$ cat config.mk
export PLATFORM = sky130hd
export DESIGN_NAME = cvid_line_gen
export DESIGN_NICKNAME = d
export VERILOG_FILES = /design/src/rtl/cvid_pkg.sv /design/src/rtl/cvid_frame_ctr.sv /design/src/rtl/cvid_pixel_ctr.sv /design/src/rtl/cvid_pix_store.sv /design/src/rtl/cvid_line_gen.sv
export SDC_FILE = /design/constraint.sdc
export NUM_CORES = 1
export LEC_CHECK = 0
export ABC_AREA = 1
export CORE_AREA = 2 2 102 104
export DETAILED_ROUTE_END_ITERATION = 7
export DIE_AREA = 0 0 104 106
export PLACE_DENSITY_LB_ADDON = 0.2
export RECOVER_POWER = 50
export SYNTH_ARGS = -nofsm -noshare
export SYNTH_HDL_FRONTEND = slang
export SYNTH_SLANG_ARGS = --single-unit
export TNS_END_PERCENT = 1
$ cat constraint.sdc
create_clock -name clk_i -period 3.93 [get_ports clk_i]
set_input_delay 0.9825 -clock clk_i [delete_from_list [all_inputs] [get_ports clk_i]]
set_output_delay 0.9825 -clock clk_i [all_outputs]
set_load 0.01 [all_outputs]
$ cat src/rtl/cvid_pkg.sv
package cvid_pkg;
  localparam int unsigned BPP  = 2;
  localparam int unsigned NPAL = 1 << BPP;

  typedef enum logic {
    RUN_OFF = 1'b0,
    RUN_ON  = 1'b1
  } run_state_e;
endpackage

$ cat src/rtl/cvid_frame_ctr.sv
module cvid_frame_ctr #(
  parameter int unsigned FCLK_W = 12
) (
  input  logic              clk_i,
  input  logic              rst_ni,
  input  logic              tick_i,
  input  logic              start_i,
  input  logic [FCLK_W-1:0] len_i,
  output logic              expire_o
);
  logic [FCLK_W-1:0] fcnt_q;

  assign expire_o = tick_i && (fcnt_q == FCLK_W'(1));

  // start from zero: the first decrement wraps, giving a full 2^FCLK_W frame
  always_ff @(posedge clk_i or negedge rst_ni) begin
    if (!rst_ni) begin
      fcnt_q <= '0;
    end else if (start_i) begin
      fcnt_q <= '0;
    end else if (tick_i) begin
      if (expire_o) fcnt_q <= len_i;
      else          fcnt_q <= fcnt_q - 1'b1;
    end
  end
endmodule

$ cat src/rtl/cvid_pixel_ctr.sv
module cvid_pixel_ctr #(
  parameter  int unsigned PCLK_W = 8,
  parameter  int unsigned NPIX   = 16,
  localparam int unsigned IDX_W  = $clog2(NPIX)
) (
  input  logic              clk_i,
  input  logic              rst_ni,
  input  logic              tick_i,
  input  logic              restart_i,
  input  logic [PCLK_W-1:0] len_i,
  output logic [IDX_W-1:0]  idx_o
);
  localparam logic [IDX_W-1:0] LAST_IDX = IDX_W'(NPIX - 1);

  logic [PCLK_W-1:0] pcnt_q;
  logic [IDX_W-1:0]  idx_q;

  always_ff @(posedge clk_i or negedge rst_ni) begin
    if (!rst_ni) begin
      pcnt_q <= '0;
      idx_q  <= '0;
    end else if (restart_i) begin
      pcnt_q <= len_i;
      idx_q  <= '0;
    end else if (tick_i) begin
      if (pcnt_q == PCLK_W'(1)) begin
        pcnt_q <= len_i;
        // saturate: last pixel repeats until the frame ends
        if (idx_q != LAST_IDX) idx_q <= idx_q + 1'b1;
      end else begin
        pcnt_q <= pcnt_q - 1'b1;
      end
    end
  end

  assign idx_o = idx_q;
endmodule

$ cat src/rtl/cvid_pix_store.sv
module cvid_pix_store
  import cvid_pkg::*;
#(
  parameter  int unsigned NPIX     = 16,
  parameter  int unsigned PAL_W    = 8,
  parameter  int unsigned LVL_W    = 3,
  localparam int unsigned PIX_W    = NPIX * BPP,
  localparam int unsigned PALBUS_W = NPAL * PAL_W,
  localparam int unsigned IDX_W    = $clog2(NPIX)
) (
  input  logic                clk_i,
  input  logic                rst_ni,
  input  logic                load_i,
  input  logic [PIX_W-1:0]    pix_i,
  input  logic [PALBUS_W-1:0] pal_i,
  input  logic [IDX_W-1:0]    idx_i,
  output logic [LVL_W-1:0]    level_o
);
  logic [PIX_W-1:0]    pix_q;
  logic [PALBUS_W-1:0] pal_q;
  logic [LVL_W-1:0]    pal_lvl [NPAL];
  logic [BPP-1:0]      sel;

  always_ff @(posedge clk_i or negedge rst_ni) begin
    if (!rst_ni) begin
      pix_q <= '0;
      pal_q <= '0;
    end else if (load_i) begin
      pix_q <= pix_i;
      pal_q <= pal_i;
    end
  end

  for (genvar k = 0; k < int'(NPAL); k++) begin : g_pal
    assign pal_lvl[k] = pal_q[k*PAL_W +: LVL_W];
  end

  always_comb begin
    sel     = pix_q[int'(idx_i)*BPP +: BPP];
    level_o = pal_lvl[sel];
  end
endmodule

$ cat src/rtl/cvid_line_gen.sv
module cvid_line_gen
  import cvid_pkg::*;
#(
  parameter  int unsigned NPIX     = 16,
  parameter  int unsigned PAL_W    = 8,
  parameter  int unsigned LVL_W    = 3,
  parameter  int unsigned FCLK_W   = 12,
  parameter  int unsigned PCLK_W   = 8,
  parameter  int unsigned CFG_W    = 8,
  localparam int unsigned PIX_W    = NPIX * BPP,
  localparam int unsigned PALBUS_W = NPAL * PAL_W,
  localparam int unsigned IDX_W    = $clog2(NPIX)
) (
  input  logic                clk_i,
  input  logic                rst_ni,
  input  logic                vid_en_i,
  input  logic                cfg_wr_i,
  input  logic [CFG_W-1:0]    cfg_mode_i,
  input  logic [FCLK_W-1:0]   cfg_fclk_i,
  input  logic [PCLK_W-1:0]   cfg_pclk_i,
  input  logic                data_vld_i,
  input  logic [PIX_W-1:0]    pix_word_i,
  input  logic [PALBUS_W-1:0] pal_word_i,
  output logic                wait_o,
  output logic                ack_o,
  output logic [LVL_W-1:0]    level_o
);
  run_state_e        run_q;
  logic [FCLK_W-1:0] fclk_q;
  logic [PCLK_W-1:0] pclk_q;
  logic              ack_q;
  logic              run_w;
  logic              start_w;
  logic              tick_w;
  logic              expire_w;
  logic [PCLK_W-1:0] plen_w;
  logic [IDX_W-1:0]  idx_w;

  assign run_w   = (run_q == RUN_ON);
  assign start_w = cfg_wr_i && (cfg_mode_i != '0) && !run_w;
  assign tick_w  = vid_en_i && run_w;
  // on start the pixel counter takes the value being written
  assign plen_w  = start_w ? cfg_pclk_i : pclk_q;

  always_ff @(posedge clk_i or negedge rst_ni) begin
    if (!rst_ni) begin
      run_q  <= RUN_OFF;
      fclk_q <= '0;
      pclk_q <= '0;
      ack_q  <= 1'b0;
    end else begin
      ack_q <= expire_w && data_vld_i;
      if (cfg_wr_i) begin
        run_q  <= (cfg_mode_i != '0) ? RUN_ON : RUN_OFF;
        fclk_q <= cfg_fclk_i;
        pclk_q <= cfg_pclk_i;
      end
    end
  end

  cvid_frame_ctr #(
    .FCLK_W (FCLK_W)
  ) u_frame (
    .clk_i    (clk_i),
    .rst_ni   (rst_ni),
    .tick_i   (tick_w),
    .start_i  (start_w),
    .len_i    (fclk_q),
    .expire_o (expire_w)
  );

  cvid_pixel_ctr #(
    .PCLK_W (PCLK_W),
    .NPIX   (NPIX)
  ) u_pixel (
    .clk_i     (clk_i),
    .rst_ni    (rst_ni),
    .tick_i    (tick_w),
    .restart_i (start_w || expire_w),
    .len_i     (plen_w),
    .idx_o     (idx_w)
  );

  cvid_pix_store #(
    .NPIX  (NPIX),
    .PAL_W (PAL_W),
    .LVL_W (LVL_W)
  ) u_store (
    .clk_i   (clk_i),
    .rst_ni  (rst_ni),
    .load_i  (expire_w),
    .pix_i   (pix_word_i),
    .pal_i   (pal_word_i),
    .idx_i   (idx_w),
    .level_o (level_o)
  );

  assign wait_o = run_w && !data_vld_i;
  assign ack_o  = ack_q;
endmodule

==> results of run 1 <==
-- layout by cell type (no fill, tap or decap), types with 9 or more instances in the layout --
| cell | instances |
|---|---|
| sky130_fd_sc_hd__a21oi_1 | 12 |
| sky130_fd_sc_hd__a21oi_2 | 11 |
| sky130_fd_sc_hd__clkbuf_8 | 9 |
| sky130_fd_sc_hd__clkdlybuf4s50_1 | 79 |
| sky130_fd_sc_hd__dfrtp_1 | 90 |
| sky130_fd_sc_hd__inv_1 | 61 |
| sky130_fd_sc_hd__mux2_2 | 18 |
| sky130_fd_sc_hd__nand2_1 | 137 |
| sky130_fd_sc_hd__nand3_1 | 67 |
| sky130_fd_sc_hd__nor2_1 | 102 |
| sky130_fd_sc_hd__nor2_2 | 22 |
| sky130_fd_sc_hd__o21ai_0 | 23 |
-- where the power goes --
group | total, W | switching, W | internal (W) | leakage [nW]
Clock | 0.000570 | 0.000339 | 0.000231 | 0.0827
Sequential | 0.00149 | 0.000231 | 0.00126 | 1.06
Combinational | 0.00156 | 0.000888 | 0.000676 | 1.69
Total | 0.00362 | 0.00146 | 0.00216 | 2.83
-- synth_stat cells, types with 5 or more instances --
| cell type | count |
|---|---|
| sky130_fd_sc_hd__dfrtp_1 | 90 |
| sky130_fd_sc_hd__o21ai_0 | 23 |
| sky130_fd_sc_hd__buf_2 | 9 |
| sky130_fd_sc_hd__nor2_1 | 102 |
| sky130_fd_sc_hd__nand2_1 | 137 |
| sky130_fd_sc_hd__ha_1 | 5 |
| sky130_fd_sc_hd__a21oi_2 | 11 |
| sky130_fd_sc_hd__mux2_2 | 18 |
| sky130_fd_sc_hd__inv_1 | 61 |
| sky130_fd_sc_hd__nand3_1 | 67 |
| sky130_fd_sc_hd__o21ai_1 | 6 |
| sky130_fd_sc_hd__a21oi_1 | 12 |
| sky130_fd_sc_hd__nor2_2 | 22 |
| sky130_fd_sc_hd__xnor2_1 | 5 |
-- registers in the layout, summed over array words and instances (netlist names) --
name	flops
u_store.pix_q	32
fclk_q	12
u_frame.fcnt_q	12
u_store.pal_q	12
pclk_q	8
u_pixel.pcnt_q	8
u_pixel.idx_o	4
ack_o	1
run_q	1
-- worst min-delay path, stage by stage (launching register included) --
cell and delay [ns]:
sky130_fd_sc_hd__dfrtp_1 0.35, sky130_fd_sc_hd__nand2_1 0.05, sky130_fd_sc_hd__nand2_1 0.05
-- how the worst min path moves through the flow --
stage,cells past startpoint,end,startpoint,slack (ns)
floorplan,2,u_pixel.pcnt_q[6],u_pixel.pcnt_q[6],0.45
global placement,2,u_pixel.pcnt_q[6],u_pixel.pcnt_q[6],0.46
detailed placement,2,u_pixel.pcnt_q[6],u_pixel.pcnt_q[6],0.47
CTS,2,u_pixel.pcnt_q[6],u_pixel.pcnt_q[6],0.49
global route,1,pclk_q[6],pclk_q[6],0.53
finish,2,u_pixel.pcnt_q[6],u_pixel.pcnt_q[6],0.49
-- cell type report --
class,count,share of cell area
Clock buffer,10,0.02179
Clock inverter,6,0.007265
Inverter,65,0.04167
Multi-Input combinational cell,432,0.3694
Sequential cell,90,0.3846
Tap cell,136,0.02906
Timing Repair Buffer,89,0.1462
-- per-layer routing --
| metal | global-route usage | up-vias | part of all wire |
|---|---|---|---|
| met3 | 0.04108 | 15 | 0.049 |
| met4 | 0.08494 | 0 | 0.019 |
| met5 | 0 | - | 0 |
| li1 | - | 2082 | - |
| met2 | 0.3539 | 90 | 0.48 |
| met1 | 0.2447 | 1947 | 0.46 |
-- per-stage QoR --
stage / hold slack (ns) / power (W) / worst slack (ns) / area (µm²) / util
6_report: 0.4868 / 0.003623 / 0.3905 / 5856 / 0.5856
3_5_place_dp: 0.4652 / 0.003073 / 0.7893 / 5698 / 0.5698
2_1_floorplan: 0.4491 / 0.002626 / 1.641 / 4802 / -
3_3_place_gp: 0.4624 / 0.003009 / 0.8179 / 5698 / 0.5698
5_1_grt: 0.5262 / 0.003961 / 0.1541 / 5856 / 0.5856
4_1_cts: 0.4875 / 0.003655 / 0.3667 / 5868 / 0.5868
-- cell families after synthesis --
logic type	synth area share
AOI/OAI and AO/OA	0.07296
adders and majority gates	0.01303
buffers and inverters	0.08051
muxes	0.04221
xor gates and xnor gates	0.01277
and+or+nand+nor	0.3095
DFF	0.4690
==> results by stage, run 1 <==
Worst setup path:
- The worst register-to-register path has a setup slack of 1.97 ns.
- The logic depth of the worst setup path including buffers is 10.
- Tracing the worst setup path back leads to its startpoint at u_pixel.idx_o[0].
- STA classifies the critical path startpoint as a flop.
- The endpoint identified for the worst register-to-register timing path is u_store.pal_q[1].
- The signal on the critical path passes through buf_4, nand2_1, nand3_1, nand3_1, nand3_1, nand2_1, inv_1, nand3_1, nand2_1, clkdlybuf4s50_1.
- STA classifies the critical path endpoint as a primary output.
- On the critical path, the stage with the largest delay is an instance of sky130_fd_sc_hd__dfrtp_1.
- The number of cells on the worst reg-to-reg path is 8.
- The category of the critical setup timing path is reg -> out.
- In this run the critical register-to-register path is launched from u_frame.fcnt_q[0].
- In this design, the stage delay of the slowest critical-path cell is about 0.61 ns.
- The critical path buffer and inverter count is 3.
- At the worst endpoint, the required time is 2.95 ns.
- The cell repeated most along the worst path is sky130_fd_sc_hd__nand3_1.
- In this run the worst setup path terminates at level_o[1].
- The kind of cell with the highest combined delay along the critical path is buffers and inverters.
- The arrival time at the worst endpoint is 2.56 ns.
- In this run the worst path has a maximum fanout of 15.

Die:
- From bottom edge to top edge, the die measures between 100 and 150 µm.
- The area of the die is approximately 0.011 mm².
- The core region area is 0.01000 mm².
- The effective utilization at floorplan is 0.4802.
- The total number of placement rows is 37.
- The x dimension of the die is 104 µm.
- 102 I/O pins were placed.

Outcome:
- The final reports fail on max-capacitance violations, max-slew violations.
- The run finished, with violations left.

Yosys:
- The number of distinct standard cells referenced by the synthesized netlist is 32.
- The synthesized area divided by synthesized cell count is 7.885 µm².
- Of the post-synthesis cell area, the dominant cell type holds 0.4690.
- Yosys printed 0 warnings.
- The proportion of synthesized chip area in sequential cells is 0.4690.
- The number of flops mapped to enable cells by yosys is 0.
- Counting flops with an async set or reset pin after synthesis yields a share of 1.000.
- Ranked by total cell area, the synthesized netlist is headed by sky130_fd_sc_hd__dfrtp_1, sky130_fd_sc_hd__nand2_1, sky130_fd_sc_hd__nor2_1, sky130_fd_sc_hd__nand3_1, sky130_fd_sc_hd__inv_1.
- For this run, the leading register cell type out of synthesis is sky130_fd_sc_hd__dfrtp_1.
- The summed instance area of the synthesized netlist is around 0.0048 mm².
- Synthesis produced 609 cells.
- In this run, synthesis produced a sequential element count of 90.
- Synthesis produced a netlist with a net count of just over 700.
- The cell taking the most area after synthesis is sky130_fd_sc_hd__dfrtp_1.

Placement:
- The placed cell count is a little over 800.
- Once detailed placement completed, the half-perimeter wirelength came to ~7500 µm.
- The number of buffers added on ports is a little over 80.
- Routability-driven placement finished with a final weighted congestion of a little under 0.9.

GRT:
- The via count of the first global-routing pass is 4189.
- The pin count of the biggest net entering global routing is 50.
- The first-pass GRT wire length is around 18000 µm.
- Across every metal layer, demand over resource in global routing totals 0.2026.
- The number of antenna violations at the first check in global routing is 0.
- The overflow left after global routing is 0.

Timing:
- The final hold violation count is 0.
- For the pin with the worst max-slew slack, the measured transition is about 2.4 ns.
- Setup repair after global routing left no endpoint under its margin.
- Clock skew on the completed layout was measured at 0.01371 ns.
- The final setup violation count is 0.
- In the finished design, the share of the clock period the worst path needs comes to 0.9006.
- Summed over all failing endpoints, the final setup total negative slack is 0 ns.
- The final period demand of the worst path is approximately 3.5 ns.
- The relative max-transition margin is -0.6312.
- The total count of max-transition violations in the final report is 48.
- Timing would allow up to ~0.28 GHz.

Clock network:
- The count of H-tree levels built during CTS is 3.
- TritonCTS built the clock tree.
- The clock edge transition at the registers on the reported setup and hold paths is roughly 0.090 ns.
- Once the clock tree was built, the resizer swapped 0 gates to a different size.
- The buffer levels on the longest clock path is 2.
- The clock buffer count from CTS is 9.
- In this run the post-CTS setup repair buffer count came out at 0.
- The hold-fix buffer count after cts is 0.
- At the later pin of the worst-skew pair, clock insertion delay measures 0.37 ns.
- Counting every sink on the clock net gives 90.
- The root buffer selected by CTS is sky130_fd_sc_hd__clkbuf_8.

Worst hold path:
- The type of the worst min-delay path is reg -> reg.

Detailed routing:
- The number of routed nets with antenna violations is 0.
- In the final routed layout, each cell accounts on average for between 10 and 15 µm.
- The detailed-route DRC error count is 0.
- The total iterations of the first detailed-routing run is 4.
- In the routed layout, each cell is associated on average with a via count of about 5.
- The total routed wirelength is approximately 10000 µm.
- The starting DRC count in detailed routing is ~150.
- The total via count in the routed design is roughly 4100.

Final layout:
- Of the cells placed in the final design, the portion with a size suffix greater than 1 is 0.1257.
- The growth of design area from synthesis to finish is 21.94%.
- The number of standard cells in the final layout excluding fillers is 828.
- The number of antenna diodes in the final layout is 0.
- Counting the fill cells in the layout gives slightly above 900.
- Summing all multi-input logic gate instances after layout gives ~0.0022 mm².
- The area of all sequential standard cells is 0.002252 mm².
- For this run, the post-layout net count is approximately 790.

Pwr:
- The reported leakage power is about 2.8 nW.
- In this run the power density over the cells is about 620 mW/mm².
- The maximum vdd drop is 0.2458 mV.

Run:
- The tool flagged a number of max-cap violations equal to 1.
(Power assumes the default switching activity.)
==> run 2: changes to the inputs <==
CORE_AREA = 2 2 73 144   (was 2 2 102 104)
DIE_AREA = 0 0 75 146   (was 0 0 104 106)
==> results by stage, run 2 (synthesis results as in run 1) <==
Outcome:
- The flow ran to the end, but the final reports show violations.
- The checks that failed: max-capacitance violations, max-slew violations.

Clock network:
- TritonCTS built the clock tree.
- The number of clock sinks is 90 (unchanged).
- The clock edge transition at the registers on the reported setup and hold paths is 0.07 ns (-0.02 ns).
- The hold-fix buffer count after cts came to 0 (unchanged).
- The count of H-tree levels built during CTS was 3 (unchanged).
- The clock buffer count from CTS is 9 (unchanged).
- The tree is rooted in a sky130_fd_sc_hd__clkbuf_16.
- The buffer levels on the longest clock path is 2 (unchanged).
- The number of cells upsized or downsized after cts is 0 (unchanged).
- The total setup buffers inserted after CTS is 0 (unchanged).
- The latest clock arrival within the worst-skew pair is 0.35 ns (-0.02 ns).

Die:
- The effective utilization at floorplan is 0.4919 (+0.01163).
- The number of I/O pins came to 102 (unchanged).
- The core region area is 0.009763 mm² (-2.4%).
- The total number of placement rows is 51 (+38%).
- The overall die height came to 146 µm (+38%).
- The x dimension of the die came to 75 µm (-28%).
- The area of the die is 0.01095 mm² (-0.67%).

Detailed routing:
- The total via count in the routed design is 4111 (-0.56%).
- The average detailed-routed wire length per instance came to 13.29 µm (+5.2%).
- The number of routed nets with antenna violations is 0 (unchanged).
- The starting DRC count in detailed routing is 282 (+84%).
- The mean number of vias per cell is 5.001 (+0.17%).
- The detailed-route DRC error count was 0 (unchanged).
- The total routed wirelength is 10930 µm (+4.5%).
- The total iterations of the first detailed-routing run is 4 (unchanged).

Timing:
- The achievable frequency is 0.2694 GHz (-4.6%).
- The final period demand of the worst path came to 3.711 ns (+0.1719 ns).
- The final clock period utilization by the worst path was 0.9444 (+0.04374).
- The clock tree skew after final layout came to 0.007762 ns (-0.005950 ns).
- The total count of max-transition violations in the final report is 90 (+88%).
- The total negative slack is 0 ns (unchanged).
- The final setup violation count is 0 (unchanged).
- The final hold violation count is 0 (unchanged).
- The slew at the pin closest to its max-slew limit is 2.182 ns (-0.2649 ns).
- The relative max-transition margin is -0.4546 (+0.1766).
- Setup repair after global routing left no endpoint under its margin.

Worst setup path:
- The worst setup path is captured at a primary output.
- The critical path in this run is classified as reg -> out.
- The maximum single-stage delay on the critical path is 0.56 ns (-0.05 ns).
- Walking the worst path, the cells encountered are buf_4, or2_2, nand3_1, nand3_1, nand3_2, nand2_2, nand2_1, nand3_1, nand2_1, clkdlybuf4s50_1.
- The arrival time at the worst endpoint is 2.73 ns (+0.17 ns).
- Grouping stages by cell kind, the critical path spends the most delay in simple AND/OR/NAND/NOR gates.
- The worst setup path is launched from a flop.
- The critical path buffer and inverter count is 2 (-1).
- The depth of the worst register-to-register path came to 9 (+1).
- The required time reported for the critical path endpoint is 2.95 ns (about the same).
- Among the stages of the critical path, the cell type that occurs most often is sky130_fd_sc_hd__nand3_1.
- The maximum fanout count along the critical path is 16 (+1).
- The logic depth of the worst setup path including buffers is 10 (unchanged).
- The worst-path cell with the longest stage delay is sky130_fd_sc_hd__dfrtp_1.

GRT:
- The first-pass GRT wire length is 18340 µm (-0.19%).
- The overflow left after global routing is 0 (unchanged).
- The number of antenna violations at the first check in global routing is 0 (unchanged).
- The pin count of the biggest net entering global routing was 90 (+80%).
- The via count of the first global-routing pass was 3996 (-4.6%).
- The total track usage came to 0.2148 (+0.01219).

Placement:
- The final weighted congestion in routability-driven placement came to 0.8476 (-5.1%).
- The number of buffers added on ports was 81 (unchanged).
- The HPWL reported at the end of detailed placement was 7804 µm (+4.3%).

Pwr:
- The portion of total power attributed to the clock network is 0.234 (+0.077).
- The fraction of power consumed by sequential logic is 0.373 (-0.038).
- The reported leakage power is 2.893 nW (+2.3%).
- The combinational group share of total power is 0.393 (-0.039).
- The power density of the placed cells was 669.1 mW/mm² (+8.1%).
- The maximum vdd drop was 0.3763 mV (+53%).
- The total net switching power came to 0.001513 W (+3.7%).
- The internal power contribution was 0.002498 W (+15%).
- The switching share of power is 0.3773 (-0.02539).

Worst hold path:
- The instance count along the most critical hold path was 1 (-1).
- The min-delay analysis places its worst path in the category reg -> reg.

Final layout:
- The count of filler cells inserted in the layout came to 901 (-3.6%).
- The share of final-layout standard cells stronger than drive strength 1 is 0.1246 (-0.001085).
- The growth of design area from synthesis to finish is 24.86%.
- In the layout the commonest cells are sky130_fd_sc_hd__nand2_1, sky130_fd_sc_hd__nor2_1, sky130_fd_sc_hd__dfrtp_1.
- The leading cell type in the layout, fill and taps excluded is sky130_fd_sc_hd__nand2_1.
- The number of inserted diodes is 0 (unchanged).
- The flip-flop count of the largest register after layout is 32 (unchanged).
- Ranked by flip-flop count, first place goes to u_store.pix_q.
- The end-of-flow core utilization is 0.6141 (+0.02854).
- The total number of nets in the final design is 787 (-0.25%).

Run:
- The number of maximum-capacitance constraint violations is 1 (unchanged).
## run 2: changes by cell type in the layout (fill, tap and decap cells not counted), sizes merged
cell / change
clkinvlp: -1
clkbuf: -2
buf: -1
bufinv: +2
## run 2: final timing paths
check | from | end | slack (ns)
max | u_pixel.idx_o[0] | level_o[0] | 0.22
min | fclk_q[3] | fclk_q[3] | 0.50
max reg2reg | u_frame.fcnt_q[1] | u_frame.fcnt_q[7] | 1.79
min reg2reg | fclk_q[3] | fclk_q[3] | 0.50
max in group asynchronous | rst_ni | fclk_q[10] | 1.37
min in group asynchronous | rst_ni | u_store.pix_q[9] | 1.27
## run 2: power groups by stage
| stage | registers (W) | logic, W | clock network (W) |
|---|---|---|---|
| floorplan | 0.00143 | 0.00119 | 0 |
| global placement | 0.00150 | 0.00153 | 0 |
| detailed placement | 0.00151 | 0.00157 | 0 |
| CTS | 0.00150 | 0.00159 | 0.000960 |
| global route | 0.00154 | 0.00179 | 0.000998 |
| finish | 0.00150 | 0.00158 | 0.000939 |
## run 2: final cells by class
class,count,area [µm²],area share
Tap cell,132,165.2,0.02755
Inverter,65,244.0,0.04069
Multi-Input combinational cell,432,2163,0.3608
Sequential cell,90,2252,0.3756
Clock inverter,7,102.6,0.01711
Clock buffer,9,225.2,0.03756
Timing Repair Buffer,87,843.3,0.1407
## run 2: through the flow
stage / instance area (µm²) / power [W] / std cells / hold slack (ns) / setup slack (ns)
2_1_floorplan: 4802 / 0.002626 / 609 / 0.4491 / 1.641
3_3_place_gp: 5678 / 0.003028 / 806 / 0.4643 / 0.6659
3_5_place_dp: 5678 / 0.003079 / 806 / 0.4744 / 0.6241
4_1_cts: 6006 / 0.004043 / 822 / 0.5064 / 0.2150
5_1_grt: 5996 / 0.004330 / 822 / 0.5127 / 0.09570
6_report: 5996 / 0.004012 / 822 / 0.5015 / 0.2186
## run 2: metal layers
| layer | vias up | global-route usage | wire length [µm] |
|---|---|---|---|
| met5 | - | 0 | 0 |
| met4 | 0 | 0.07143 | 195 |
| met3 | 13 | 0.03809 | 363 |
| met2 | 77 | 0.3816 | 6111 |
| met1 | 1943 | 0.2498 | 4255 |
| li1 | 2078 | - | - |
## run 2: worst reg2reg max path, delay by kind of cell (launching register included)
family	cells	cell delay, ns
AND/OR/NAND/NOR	4	0.64
AO/OA/AOI/OAI	1	0.10
flip-flops	1	0.39
buffers and inverters	3	0.73
adder cells (fa/ha/maj)	1	0.18
